==> config.mk <==
export PLATFORM = sky130hd
export DESIGN_NAME = irq_src_router
export DESIGN_NICKNAME = d
export VERILOG_FILES = /design/src/rtl/irq_src_pkg.sv /design/src/rtl/irq_src_regs.sv /design/src/rtl/irq_src_sense.sv /design/src/rtl/irq_src_route.sv /design/src/rtl/irq_src_router.sv
export SDC_FILE = /design/constraint.sdc
export NUM_CORES = 1
export LEC_CHECK = 0
export BUFFER_PORTS_ARGS = -buffer_cell sky130_fd_sc_hd__buf_4
export CAP_MARGIN = 5
export CELL_PAD_IN_SITES_DETAIL_PLACEMENT = 0
export CELL_PAD_IN_SITES_GLOBAL_PLACEMENT = 1
export CORE_UTILIZATION = 48
export CTS_CLUSTER_SIZE = 16
export DETAILED_ROUTE_END_ITERATION = 10
export PLACE_DENSITY_LB_ADDON = 0.1
export SKIP_LAST_GASP = 1
export SYNTH_ARGS = -nofsm -noshare
export SYNTH_HDL_FRONTEND = slang
export SYNTH_SLANG_ARGS = --single-unit
==> constraint.sdc <==
create_clock -name clk -period 4.2 [get_ports clk]
set_input_delay 0.63 -clock clk [delete_from_list [all_inputs] [get_ports clk]]
set_output_delay 0.63 -clock clk [all_outputs]
set_load 0.02 [all_outputs]
==> src/rtl/irq_src_pkg.sv <==
package irq_src_pkg;
  localparam int PRIO_W = 4;
  localparam int VEC_W  = 8;

  localparam logic [31:0] CTRL_WMASK = 32'hA0CF_00FF;

  typedef struct packed {
    logic              msk;
    logic              mode;
    logic              pol;
    logic              lvl;
    logic [PRIO_W-1:0] prio;
    logic [VEC_W-1:0]  vec;
  } ctrl_t;

  localparam ctrl_t CTRL_RESET = '{msk: 1'b1, mode: 1'b0, pol: 1'b0, lvl: 1'b0,
                                   prio: '0, vec: '0};
endpackage

==> src/rtl/irq_src_regs.sv <==
module irq_src_regs
  import irq_src_pkg::*;
#(
  parameter int NSRC = 16,
  parameter int NCPU = 2,
  localparam int SIDX_W = (NSRC > 1) ? $clog2(NSRC) : 1,
  localparam int ADDR_W = SIDX_W + 5
) (
  input  logic                       clk,
  input  logic                       rst_n,
  input  logic                       reg_we,
  input  logic [ADDR_W-1:0]          reg_addr,
  input  logic [31:0]                reg_wdata,
  output logic [31:0]                reg_rdata,
  input  logic [NSRC-1:0]            act_set,
  input  logic [NSRC-1:0]            act_clr,
  output ctrl_t [NSRC-1:0]           ctrl_o,
  output logic [NSRC-1:0][NCPU-1:0]  dest_o,
  output logic [NSRC-1:0]            act_o
);
  logic [SIDX_W-1:0] sidx;
  logic              sel_dest;
  logic              addr_ok;
  logic [NSRC-1:0][1:0] crit_q;

  assign sidx     = reg_addr[ADDR_W-1:5];
  assign sel_dest = reg_addr[4];
  assign addr_ok  = (reg_addr[3:0] == 4'd0) && (int'(sidx) < NSRC);

  for (genvar s = 0; s < NSRC; s++) begin : g_src
    logic hit;
    assign hit = reg_we && addr_ok && (sidx == SIDX_W'(s));

    always_ff @(posedge clk) begin
      if (!rst_n) begin
        ctrl_o[s] <= CTRL_RESET;
        dest_o[s] <= NCPU'(1);
        crit_q[s] <= 2'b00;
      end else if (hit && !sel_dest) begin
        ctrl_o[s] <= '{msk: reg_wdata[31], mode: reg_wdata[29], pol: reg_wdata[23],
                       lvl: reg_wdata[22], prio: reg_wdata[19:16], vec: reg_wdata[7:0]};
      end else if (hit && sel_dest) begin
        dest_o[s] <= reg_wdata[NCPU-1:0];
        crit_q[s] <= reg_wdata[31:30];
      end
    end

    always_ff @(posedge clk) begin
      if (!rst_n)          act_o[s] <= 1'b0;
      else if (act_clr[s]) act_o[s] <= 1'b0;
      else if (act_set[s]) act_o[s] <= 1'b1;
    end
  end

  always_comb begin
    reg_rdata = '0;
    if (addr_ok) begin
      if (sel_dest) begin
        reg_rdata[31:30]     = crit_q[sidx];
        reg_rdata[NCPU-1:0]  = dest_o[sidx];
      end else begin
        reg_rdata[31]    = ctrl_o[sidx].msk;
        reg_rdata[30]    = act_o[sidx];
        reg_rdata[29]    = ctrl_o[sidx].mode;
        reg_rdata[23]    = ctrl_o[sidx].pol;
        reg_rdata[22]    = ctrl_o[sidx].lvl;
        reg_rdata[19:16] = ctrl_o[sidx].prio;
        reg_rdata[7:0]   = ctrl_o[sidx].vec;
      end
    end
  end
endmodule

==> src/rtl/irq_src_sense.sv <==
module irq_src_sense
  import irq_src_pkg::*;
#(
  parameter int NSRC = 16
) (
  input  logic            clk,
  input  logic            rst_n,
  input  logic [NSRC-1:0] src_in,
  input  ctrl_t [NSRC-1:0] ctrl,
  input  logic [NSRC-1:0] consume,
  output logic [NSRC-1:0] pend_o,
  output logic [NSRC-1:0] low_o
);
  for (genvar s = 0; s < NSRC; s++) begin : g_sense
    logic asrt;
    logic prev_q;

    assign asrt     = ctrl[s].pol ? src_in[s] : ~src_in[s];
    assign low_o[s] = ctrl[s].lvl & ~asrt;

    always_ff @(posedge clk) begin
      if (!rst_n) begin
        prev_q    <= 1'b1;
        pend_o[s] <= 1'b0;
      end else begin
        prev_q <= asrt;
        if (ctrl[s].lvl) pend_o[s] <= asrt;
        else             pend_o[s] <= (pend_o[s] & ~consume[s]) | (asrt & ~prev_q);
      end
    end
  end
endmodule

==> src/rtl/irq_src_route.sv <==
module irq_src_route
  import irq_src_pkg::*;
#(
  parameter int NSRC = 16,
  parameter int NCPU = 2,
  localparam int SIDX_W = (NSRC > 1) ? $clog2(NSRC) : 1,
  localparam int CPU_W  = (NCPU > 1) ? $clog2(NCPU) : 1
) (
  input  logic                       clk,
  input  logic                       rst_n,
  input  logic [NSRC-1:0]            pend,
  input  ctrl_t [NSRC-1:0]           ctrl,
  input  logic [NSRC-1:0][NCPU-1:0]  dest,
  input  logic [NSRC-1:0]            act,
  output logic [NSRC-1:0]            deliver_o,
  output logic [NCPU-1:0]            offer_valid_o,
  output logic [NCPU*SIDX_W-1:0]     offer_src_o
);
  logic [NSRC-1:0]            elig;
  logic                       any;
  logic [SIDX_W-1:0]          sel;
  logic [NCPU-1:0]            tgt;
  logic [CPU_W-1:0]           nlast;
  logic [NSRC-1:0][CPU_W-1:0] last_q;

  for (genvar s = 0; s < NSRC; s++) begin : g_elig
    assign elig[s] = pend[s] & ~ctrl[s].msk & (ctrl[s].prio != '0) & ~act[s] & (|dest[s]);
  end

  always_comb begin
    any = |elig;
    sel = '0;
    for (int s = NSRC - 1; s >= 0; s--) begin
      if (elig[s]) sel = SIDX_W'(s);
    end
    deliver_o = '0;
    if (any) deliver_o[sel] = 1'b1;
  end

  always_comb begin
    logic found;
    int   c;
    found = 1'b0;
    nlast = last_q[sel];
    tgt   = '0;
    c     = 0;
    if (!ctrl[sel].mode) begin
      tgt = dest[sel];
    end else begin
      for (int k = 1; k <= NCPU; k++) begin
        c = int'(last_q[sel]) + k;
        if (c >= NCPU) c = c - NCPU;
        if (!found && dest[sel][c]) begin
          found  = 1'b1;
          tgt[c] = 1'b1;
          nlast  = CPU_W'(c);
        end
      end
    end
  end

  always_ff @(posedge clk) begin
    if (!rst_n) begin
      offer_valid_o <= '0;
      offer_src_o   <= '0;
      last_q        <= '0;
    end else begin
      offer_valid_o <= any ? tgt : '0;
      for (int c = 0; c < NCPU; c++) offer_src_o[c*SIDX_W +: SIDX_W] <= sel;
      if (any && ctrl[sel].mode) last_q[sel] <= nlast;
    end
  end
endmodule

==> src/rtl/irq_src_router.sv <==
module irq_src_router
  import irq_src_pkg::*;
#(
  parameter int NSRC = 16,
  parameter int NCPU = 2,
  localparam int SIDX_W = (NSRC > 1) ? $clog2(NSRC) : 1,
  localparam int ADDR_W = SIDX_W + 5
) (
  input  logic                   clk,
  input  logic                   rst_n,
  input  logic [NSRC-1:0]        src_in,
  input  logic                   reg_we,
  input  logic [ADDR_W-1:0]      reg_addr,
  input  logic [31:0]            reg_wdata,
  output logic [31:0]            reg_rdata,
  input  logic                   rel_valid,
  input  logic [SIDX_W-1:0]      rel_src,
  output logic [NCPU-1:0]        offer_valid,
  output logic [NCPU*SIDX_W-1:0] offer_src
);
  ctrl_t [NSRC-1:0]           ctrl;
  logic [NSRC-1:0][NCPU-1:0]  dest;
  logic [NSRC-1:0]            act;
  logic [NSRC-1:0]            pend;
  logic [NSRC-1:0]            low;
  logic [NSRC-1:0]            deliver;
  logic [NSRC-1:0]            rel_oh;
  logic [NSRC-1:0]            act_clr;

  always_comb begin
    rel_oh = '0;
    if (rel_valid) rel_oh[rel_src] = 1'b1;
  end
  assign act_clr = rel_oh | low;

  irq_src_regs #(.NSRC(NSRC), .NCPU(NCPU)) regs_i (
    .clk(clk), .rst_n(rst_n), .reg_we(reg_we), .reg_addr(reg_addr),
    .reg_wdata(reg_wdata), .reg_rdata(reg_rdata), .act_set(deliver),
    .act_clr(act_clr), .ctrl_o(ctrl), .dest_o(dest), .act_o(act)
  );

  irq_src_sense #(.NSRC(NSRC)) sense_i (
    .clk(clk), .rst_n(rst_n), .src_in(src_in), .ctrl(ctrl),
    .consume(deliver), .pend_o(pend), .low_o(low)
  );

  irq_src_route #(.NSRC(NSRC), .NCPU(NCPU)) route_i (
    .clk(clk), .rst_n(rst_n), .pend(pend), .ctrl(ctrl), .dest(dest),
    .act(act), .deliver_o(deliver), .offer_valid_o(offer_valid),
    .offer_src_o(offer_src)
  );
endmodule

* Word-level counts from Yosys, hierarchy flattened
Cells that the tools add are included.
Operators by class: order comparisons 11, reductions and logical operators 125, add/sub/neg operators 4, muxes and demuxes 102, bitwise operators 243, equal/unequal tests 15
Operator list (count):
- $bmux W16 S4 | 2
- $mux W32 | 4
- $not A1 Y1 | 113
- $and A1 B1 Y1 | 112
- $mux W4 | 18
- $ge A32 B1 Y1 const B | 2
- $ge A32 B3 Y1 const B | 2
- $lt A32 B3 Y1 const B | 2
- $reduce_bool A4 Y1 | 16
- $reduce_or A2 Y1 | 32
- $sub A32 B3 Y32 const B | 2
- $logic_and A1 B1 Y1 | 55
- $mux W1 | 50
- $mux W16 | 3
- $reduce_and A2 Y1 | 17
- $eq A4 B4 Y1 const B | 8
- $bmux W2 S4 | 3
- $mux W2 | 11
- $bwmux W16 | 1
- $eq A4 B3 Y1 const B | 4
- $or A1 B1 Y1 | 16
- $or A16 B16 Y16 | 1
- $reduce_or A16 Y1 | 1
- $lt A4 B5 Y1 const B | 3
- 15 further kinds | 22
Word-level totals: bits in registers 394, output and inout bits 42, logic and storage cells 694, bits of input ports 65

* Logic depth before layout (Yosys ltp)
Gate-level depths: netlist of the first run.
depth after elaboration 37, gate-level depth with buffers 14, gate-level depth less buffers 10

* Cells and area by module
From an unflattened synthesis of the first run, not the netlist that was laid out.
Unflattened totals: cell total of the unflattened synthesis 2095, area, all modules 19612.6 µm²
By module, submodules not included:
- irq_src_regs | cells each 1655, sequential area each 6726.5 µm², times used 1, area an instance 15803.9 µm²
- irq_src_route | cells each 277, sequential area each 440.4 µm², times used 1, area an instance 2132.0 µm²
- irq_src_sense | cells each 133, sequential area each 640.6 µm², times used 1, area an instance 1455.1 µm²
- irq_src_router | cells each 30, sequential area each 0.0 µm², times used 1, area an instance 221.5 µm²

* Worst setup path before layout of the first run
OpenSTA, ideal clock, no wires.
kind input port to output port, start point input port reg_addr[5], end point output port reg_rdata[31], data arrival time 3.200 ns, slack 0.370 ns, data required time 3.570 ns, buffers on the path 3, cell stages on the path 7, path through clkbuf_1 clkbuf_1 buf_1 mux4_2 mux4_2 mux2i_1 nor2_1
Between the ends: cells in the longest elaborated chain, start to end 4, elaborated cells between the ends (all ways) 6, classes of those cells 6 x mux
Ends and longest elaborated chain:
- start, declared | RTL line irq_src_router.sv:13 | input logic [ADDR_W-1:0] reg_addr,
- $bmux W16 S4 / $bmux W2 S4 (equally long branches) | RTL line irq_src_regs.sv:62, irq_src_regs.sv:59
- $mux W16 (implied by the code) / $mux W2 (equally long branches) | RTL line irq_src_regs.sv:62, irq_src_regs.sv:59
- $mux W2 (*) | RTL line irq_src_regs.sv:58 | if (sel_dest) begin
- $mux W3 (*) | RTL line irq_src_regs.sv:57 | if (addr_ok) begin
- end, declared | RTL line irq_src_router.sv:15 | output logic [31:0] reg_rdata,
Every way passes the cells marked *; elsewhere a longest branch is shown, timed or not. The select of a mux whose other input is x is not followed.

* Worst setup path after layout of the first run
start point register regs_i.ctrl_o[203] (netlist bit), end point register route_i.last_q[5] (netlist bit)
Between the ends: cells in the longest elaborated chain, start to end 33, elaborated cells between the ends (all ways) 54, classes of those cells 4 x add/sub; 4 x order compare; 37 x mux; 3 x bitwise; 6 x reduce/logical
Ends and longest elaborated chain:
- start, declared | RTL line irq_src_regs.sv:17 | output ctrl_t [NSRC-1:0] ctrl_o,
- start signal, assigned by index | RTL line irq_src_regs.sv:40 | ctrl_o[s] <= '{msk: reg_wdata[31], mode: reg_wdata[29], pol: reg_wdata[23],
- $reduce_bool A4 Y1 (*) | RTL line irq_src_route.sv:27 | assign elig[s] = pend[s] & ~ctrl[s].msk & (ctrl[s].prio != '0) & ~act[s] & (|dest[s]);
- $and A1 B1 Y1 (*) (3 in a row) | RTL line irq_src_route.sv:27
- $mux W4 (13 in a row) | RTL line irq_src_route.sv:34 | if (elig[s]) sel = SIDX_W'(s);
- $bmux W1 S4 | RTL line irq_src_route.sv:44, irq_src_route.sv:51
- $mux W1 (implied by the code) | RTL line irq_src_route.sv:44, irq_src_route.sv:51
- $add A1 B1 Y2 | RTL line irq_src_route.sv:51 | c = int'(last_q[sel]) + k;
- $sub A32 B3 Y32 / $ge A32 B3 Y1 (equally long branches) | RTL line irq_src_route.sv:52 | if (c >= NCPU) c = c - NCPU;
- $mux W32 | RTL line irq_src_route.sv:52
- $mux W32 | RTL line irq_src_route.sv:47 | if (!ctrl[sel].mode) begin
- $mux W1 (implied by the code) (3 in a row) | RTL line irq_src_route.sv:53 | if (!found && dest[sel][c]) begin
- $mux W1 | RTL line irq_src_route.sv:53
- $mux W1 | RTL line irq_src_route.sv:47
- $logic_not A1 Y1 | RTL line irq_src_route.sv:53
- $logic_and A1 B1 Y1 | RTL line irq_src_route.sv:53
- $mux W1 | RTL line irq_src_route.sv:53
- $mux W1 | RTL line irq_src_route.sv:47
- $bwmux W16 | RTL line irq_src_route.sv:70 | if (any && ctrl[sel].mode) last_q[sel] <= nlast;
- end signal, assigned by index | RTL line irq_src_route.sv:70
- end, declared | RTL line irq_src_route.sv:24 | logic [NSRC-1:0][CPU_W-1:0] last_q;
Marks and branches as above. A chain may end at the register's enable or synchronous reset.

==> results of run 1 <==
[path summary, 6_finish.rpt]
| check | from | cells after the start | slack, ns | endpoint |
|---|---|---|---|---|
| hold reg to reg | regs_i.ctrl_o[209] | 2 | 0.46 | regs_i.ctrl_o[209] |
| hold / removal | src_in[12] | 3 | 0.32 | sense_i.g_sense[12].prev_q |
| setup / recovery | regs_i.ctrl_o[203] | 11 | 0.31 | route_i.last_q[5] |
| setup reg to reg | regs_i.ctrl_o[203] | 11 | 0.31 | route_i.last_q[5] |
[through the flow]
step           area, µm²  total power, W   util  setup WS [ns]  instances
6_report           21000         0.00776  0.544          0.305       2605
5_1_grt            21000         0.00799  0.544          0.148       2605
4_1_cts            21000         0.00784  0.544          0.372       2605
3_5_place_dp       19700         0.00421  0.510          0.385       2535
3_3_place_gp       19700         0.00420  0.510          0.403       2535
2_1_floorplan      18900         0.00407      -          0.370       2078
[layout by cell type, fill, tap and decap left out, drive strengths merged, types with 17 or more instances in the layout]
master / netlist / routed
mux2i: 72 / 72
nand2: 602 / 602
a21o: 17 / 17
nor3b: 20 / 20
nor2: 72 / 72
buf: 45 / 121
a21oi: 17 / 17
nor2b: 49 / 49
nand3: 41 / 41
inv: 19 / 20
a21boi: 255 / 255
mux4: 105 / 105
dfxtp: 390 / 390
or4: 17 / 17
clkbuf: 137 / 65
o21ai: 39 / 39
[state kept, by name, indices dropped and copies added, names as in the netlist]
register	flops
regs_i.ctrl_o	256
regs_i.crit_q	32
regs_i.dest_o	32
regs_i.act_o	16
route_i.last_q	16
sense_i.g_sense.prev_q	16
sense_i.pend_o	16
route_i.offer_src_o	4
route_i.offer_valid_o	2
[logic make-up after synthesis]
logic type,Yosys count
flops,390
other cells,1
simple gates,851
xor+xnor,16
buf+inv,201
compound gates,419
mux,186
[area by class of cell]
cell class | count | area, µm² | share of cell area
Sequential cell | 390 | 7810 | 0.371
Clock inverter | 5 | 81.3 | 0.00387
Multi-Input combinational cell | 1487 | 10200 | 0.485
Timing Repair Buffer | 121 | 982 | 0.0467
Inverter | 19 | 71.3 | 0.00339
Clock buffer | 65 | 1240 | 0.0589
Tap cell | 518 | 648 | 0.0308
[worst reg2reg max path: stages, from the launching register on]
cell and delay, ns:
dfxtp_1 0.32, or4_1 0.61, o2111a_2 0.20, a221oi_2 0.33
o311ai_1 0.21, a211oi_4 0.34, buf_4 0.28, mux2i_1 0.34
o22ai_1 0.13, nor4_2 0.34, mux2_2 0.53, o21ai_1 0.18
[report_power, final]
group | switching (W) | internal [W] | leakage [nW]
sequential | 0.00000929 | 0.00372 | 3.15
clock | 0.00150 | 0.00214 | 0.641
combinational | 0.000252 | 0.000146 | 3.55
[metal layers]
metal  vias up  routed length [µm]  GRT usage
met5         -                  11          0
met4         2                2970      0.153
met3       120                2910     0.0341
met2       437               28600      0.507
met1      7385               24900      0.389
li1       7114                   -          -
==> flow_summary.toml, run 1 <==
[sta]
finalCriticalPeriod_ns = 3.89
slew_headroom = 0.290
hold_ws_ns = 0.322
rsz0062_at_grt = "false"
fmax_mhz = 257
drv_slew = 0
hold_violations = 0
finClkSkew_ns = 0.0183
min_period_over_period = 0.927
finalSetupViolCount = 0
tightest_slew_ns = 1.07
tns_ns = 0

[grt]
antenna_found_initial = 1
grt_pass1_wl_mm = 89.3
grt_pass1_vias = 14400
grt.overflow.total = 0
grt_use_total = 0.303
grt_max_degree = 183

[setup_path]
crit_chain = "or4_1 > o2111a_2 > a221oi_2 > o311ai_1 > a211oi_4 > buf_4 > mux2i_1 > o22ai_1 > nor4_2 > mux2_2 > o21ai_1"
critPathKind = "reg -> reg"
crit_fanout = 16
crit_family = "compound AO/OA/AOI/OAI gates"
path_buf_inv = 1
critPathMaxStageDelay_ns = 0.61
critPathSlowestCell = "or4_1"
cp.required_ns = 4.69
end_kind = "flip-flop"
worstPathArrival_ns = 4.38
startpoint_type = "flip-flop"

[synth]
synthAdderAreaFrac = 0
synth-edff-count = 0
yosysSeqAreaShare = 0.415
synth_compound_area_frac = 0.165
syn_area_um2 = 18800
synthMuxAreaShare = 0.169
ys_warn_count = 0
async_flop_share = 0
yosys.area_share.simple = 0.196
ys_seq_elements = 390
yosys-top-cells-area = "dfxtp_1 41%, mux4_2 13%, nand2_1 12%, a21boi_0 10%, mux2i_1 3.8%"
synth_cell_types = 59
yosys_most_used_dff = "dfxtp_1"
synth_cells = 2064
synth_xor_area_frac = 0.00744
synth.most_common_cell = "nand2_1"
synth_top_area_frac = 0.415
synth_top_family_by_area = "simple AND/OR/NAND/NOR gates"
synth_area_leader_cell = "dfxtp_1"
syn_area_per_cell_um2 = 9.12
synth_commonest_cells = "602 x nand2_1, 390 x dfxtp_1, 255 x a21boi_0"

[pwr]
ir_worst_vdd_v = 0.000311
p_per_area_nw_per_um2 = 369
p_leak_nw = 7.34

[clocking]
clk_latency_ns = 0.57
cts_max_level = 2
post_cts_resized = 0
numCtsBuffers = 43
clock_path_buffers = 3
cts_setup_buffers = 0
cts_tree = "done"
path_clk_slew_ns = 0.06
clockRootBuffer = "clkbuf_16"
cts_sinks = 390
postCtsHoldBufs = 0

[floorplan]
chipHeight_um = 200
die_area_um2 = 40000
coreArea_um2 = 38600
start_util = 0.487
rows = 72
die_w_um = 200
ioPinCount = 107

[detailed_routing]
route.detailed.drc = 0
dr_total_vias = 15100
vias_per_cell = 5.78
final_antenna_net_count = 0
initialDrtViolationCount = 1130
wirelength_mm = 59.3
dr.pass1.iters = 7
wl_per_cell_um = 22.8

[layout]
nets = 2127
drive_above_1_share = 0.149
n_fill_cell = 3528
syn2layout_area_growth_pct = 11.7
n_antenna_cell = 0

[run_status]
status = "finished clean"

[placed_design]
port_buffers = 76
gp_congestion = 0.932
hpwl_mm = 40.6

[hold_path]
hp-class = "in -> reg"

[flow_run]
drv_cap = 0
Power figures use the tool's default switching activity.
==> run 2: changes to the inputs <==
Settings changed: CORE_MARGIN set to 2, RECOVER_POWER set to 50.
==> run 2 against run 1 <==
The run now ends with max-capacitance violations, max-slew violations left. Sequential power hardly changed. Die area is 2.0% higher. Design area increased by 0.52%. Cell count grew 0.65%. Wire length rose by 0.94%. Critical path type unchanged.
==> flow_summary.toml, run 2 (same netlist as run 1, synthesis figures left out) <==
[run_status]
status = "complete, but fails checks"
violations = "max-capacitance violations, max-slew violations"

[grt]
grt_max_degree = 130
grt_pass1_wl_mm = 91.3
grt.overflow.total = 0
grt_use_total = 0.294
antenna_found_initial = 0
grt_pass1_vias = 14700

[sta]
rsz0062_at_grt = "false"
hold_violations = 0
finalCriticalPeriod_ns = 3.91
finalSetupViolCount = 0
drv_slew = 130
tns_ns = 0
tightest_slew_ns = 2.37
min_period_over_period = 0.930
finClkSkew_ns = 0.0182
fmax_mhz = 256
slew_headroom = -0.581

[setup_path]
crit_family = "simple AND/OR/NAND/NOR gates"
critPathSlowestCell = "or4_1"
end_kind = "flip-flop"
critPathMaxStageDelay_ns = 0.63
worstPathArrival_ns = 4.40
cp.required_ns = 4.69
crit_fanout = 16
critPathKind = "reg -> reg"
startpoint_type = "flip-flop"
crit_chain = "or4_1 > or3b_1 > o211ai_1 > a311oi_1 > o21ai_1 > nand2b_1 > o22ai_1 > or4_1 > mux2_2 > o21ai_1"
path_buf_inv = 0

[flow_run]
drv_cap = 1

[layout]
nets = 2142
drive_above_1_share = 0.149
final_common_cell = "nand2_1"
largest_registers = "regs_i.ctrl_o x256, regs_i.crit_q x32, regs_i.dest_o x32"
top_register = "regs_i.ctrl_o"
n_antenna_cell = 0
largest_reg_flops = 256
instances_no_fill = 2622
layout_common_cells = "602 x nand2_1, 390 x dfxtp_1, 255 x a21boi_0"
syn2layout_area_growth_pct = 12.2

[clocking]
path_clk_slew_ns = 0.06
postCtsHoldBufs = 0
numCtsBuffers = 44
cts_max_level = 2
clock_path_buffers = 3
cts_tree = "done"
clk_latency_ns = 0.57
cts_sinks = 390
clockRootBuffer = "clkbuf_16"

[floorplan]
die_area_um2 = 40800
ioPinCount = 107
die_w_um = 202
coreArea_um2 = 38600
rows = 72
chipHeight_um = 202
start_util = 0.487

[detailed_routing]
wirelength_mm = 59.9
final_antenna_net_count = 0
route.detailed.drc = 0
dr.pass1.iters = 5
dr_total_vias = 15300
wl_per_cell_um = 22.8
vias_per_cell = 5.82
initialDrtViolationCount = 1104

[pwr]
power.total_w = 0.00796
p_per_area_nw_per_um2 = 377
p_leak_nw = 7.39
ir_worst_vdd_v = 0.000297

[placed_design]
gp_congestion = 0.962
placed_cells = 2547
hpwl_mm = 41.0
port_buffers = 76

[hold_path]
hp-class = "in -> reg"
[run 2: area by class of cell]
class	instances	area (µm²)
repair buffers	135	1010
multi-input cells	1487	10200
well taps	518	648
inverters	19	71.3
clock buffers	64	1250
fillers	3576	17500
clock inverters	9	149
flip-flops and latches	390	7810
[run 2: worst register-to-register path, stage by stage, from the launching register on]
cell and delay (ns):
dfxtp_1 0.32, or4_1 0.63, or3b_1 0.24, o211ai_1 0.12, a311oi_1 0.44, o21ai_1 0.38
nand2b_1 0.38, o22ai_1 0.20, or4_1 0.53, mux2_2 0.42, o21ai_1 0.18
[run 2: timing repair]
| action | in CTS | in global routing |
|---|---|---|
| setup endpoints to repair | 0 | 16 |
| buffers inserted | 0 | 2 |
| gates resized for setup | 0 | 0 |
[run 2: where the power goes]
group	total, W	internal (W)	leakage, nW	switching, W
registers	0.00373	0.00372	3.15	0.00000933
logic	0.000399	0.000149	3.56	0.000250
clock network	0.00383	0.00229	0.683	0.00154
total	0.00796	0.00616	7.39	0.00180
[run 2: worst paths after layout]
path / start / end / slack, ns / depth (start not counted)
worst min-delay path: src_in[1] / sense_i.g_sense[1].prev_q / 0.32 / 3
worst max-delay path: regs_i.ctrl_o[219] / route_i.last_q[8] / 0.29 / 10
worst min register to register: regs_i.ctrl_o[16] / regs_i.ctrl_o[16] / 0.46 / 2
worst max register to register: regs_i.ctrl_o[219] / route_i.last_q[8] / 0.29 / 10
[run 2: through the flow]
stage	area (µm²)	hold slack [ns]	setup WS (ns)	utilization
floorplan	18900	0.440	0.370	-
global placement	19800	0.446	0.0973	0.512
detailed placement	19800	0.456	0.0513	0.512
CTS	21200	0.300	0.0336	0.548
global route	21100	0.321	0.0293	0.547
finish	21100	0.315	0.293	0.547
[run 2: layer usage]
metal	track usage	part of all wire	wire length (µm)
met5	0	0	0
met4	0.136	0.045	2670
met3	0.0397	0.052	3130
met2	0.487	0.47	28400
met1	0.381	0.43	25700
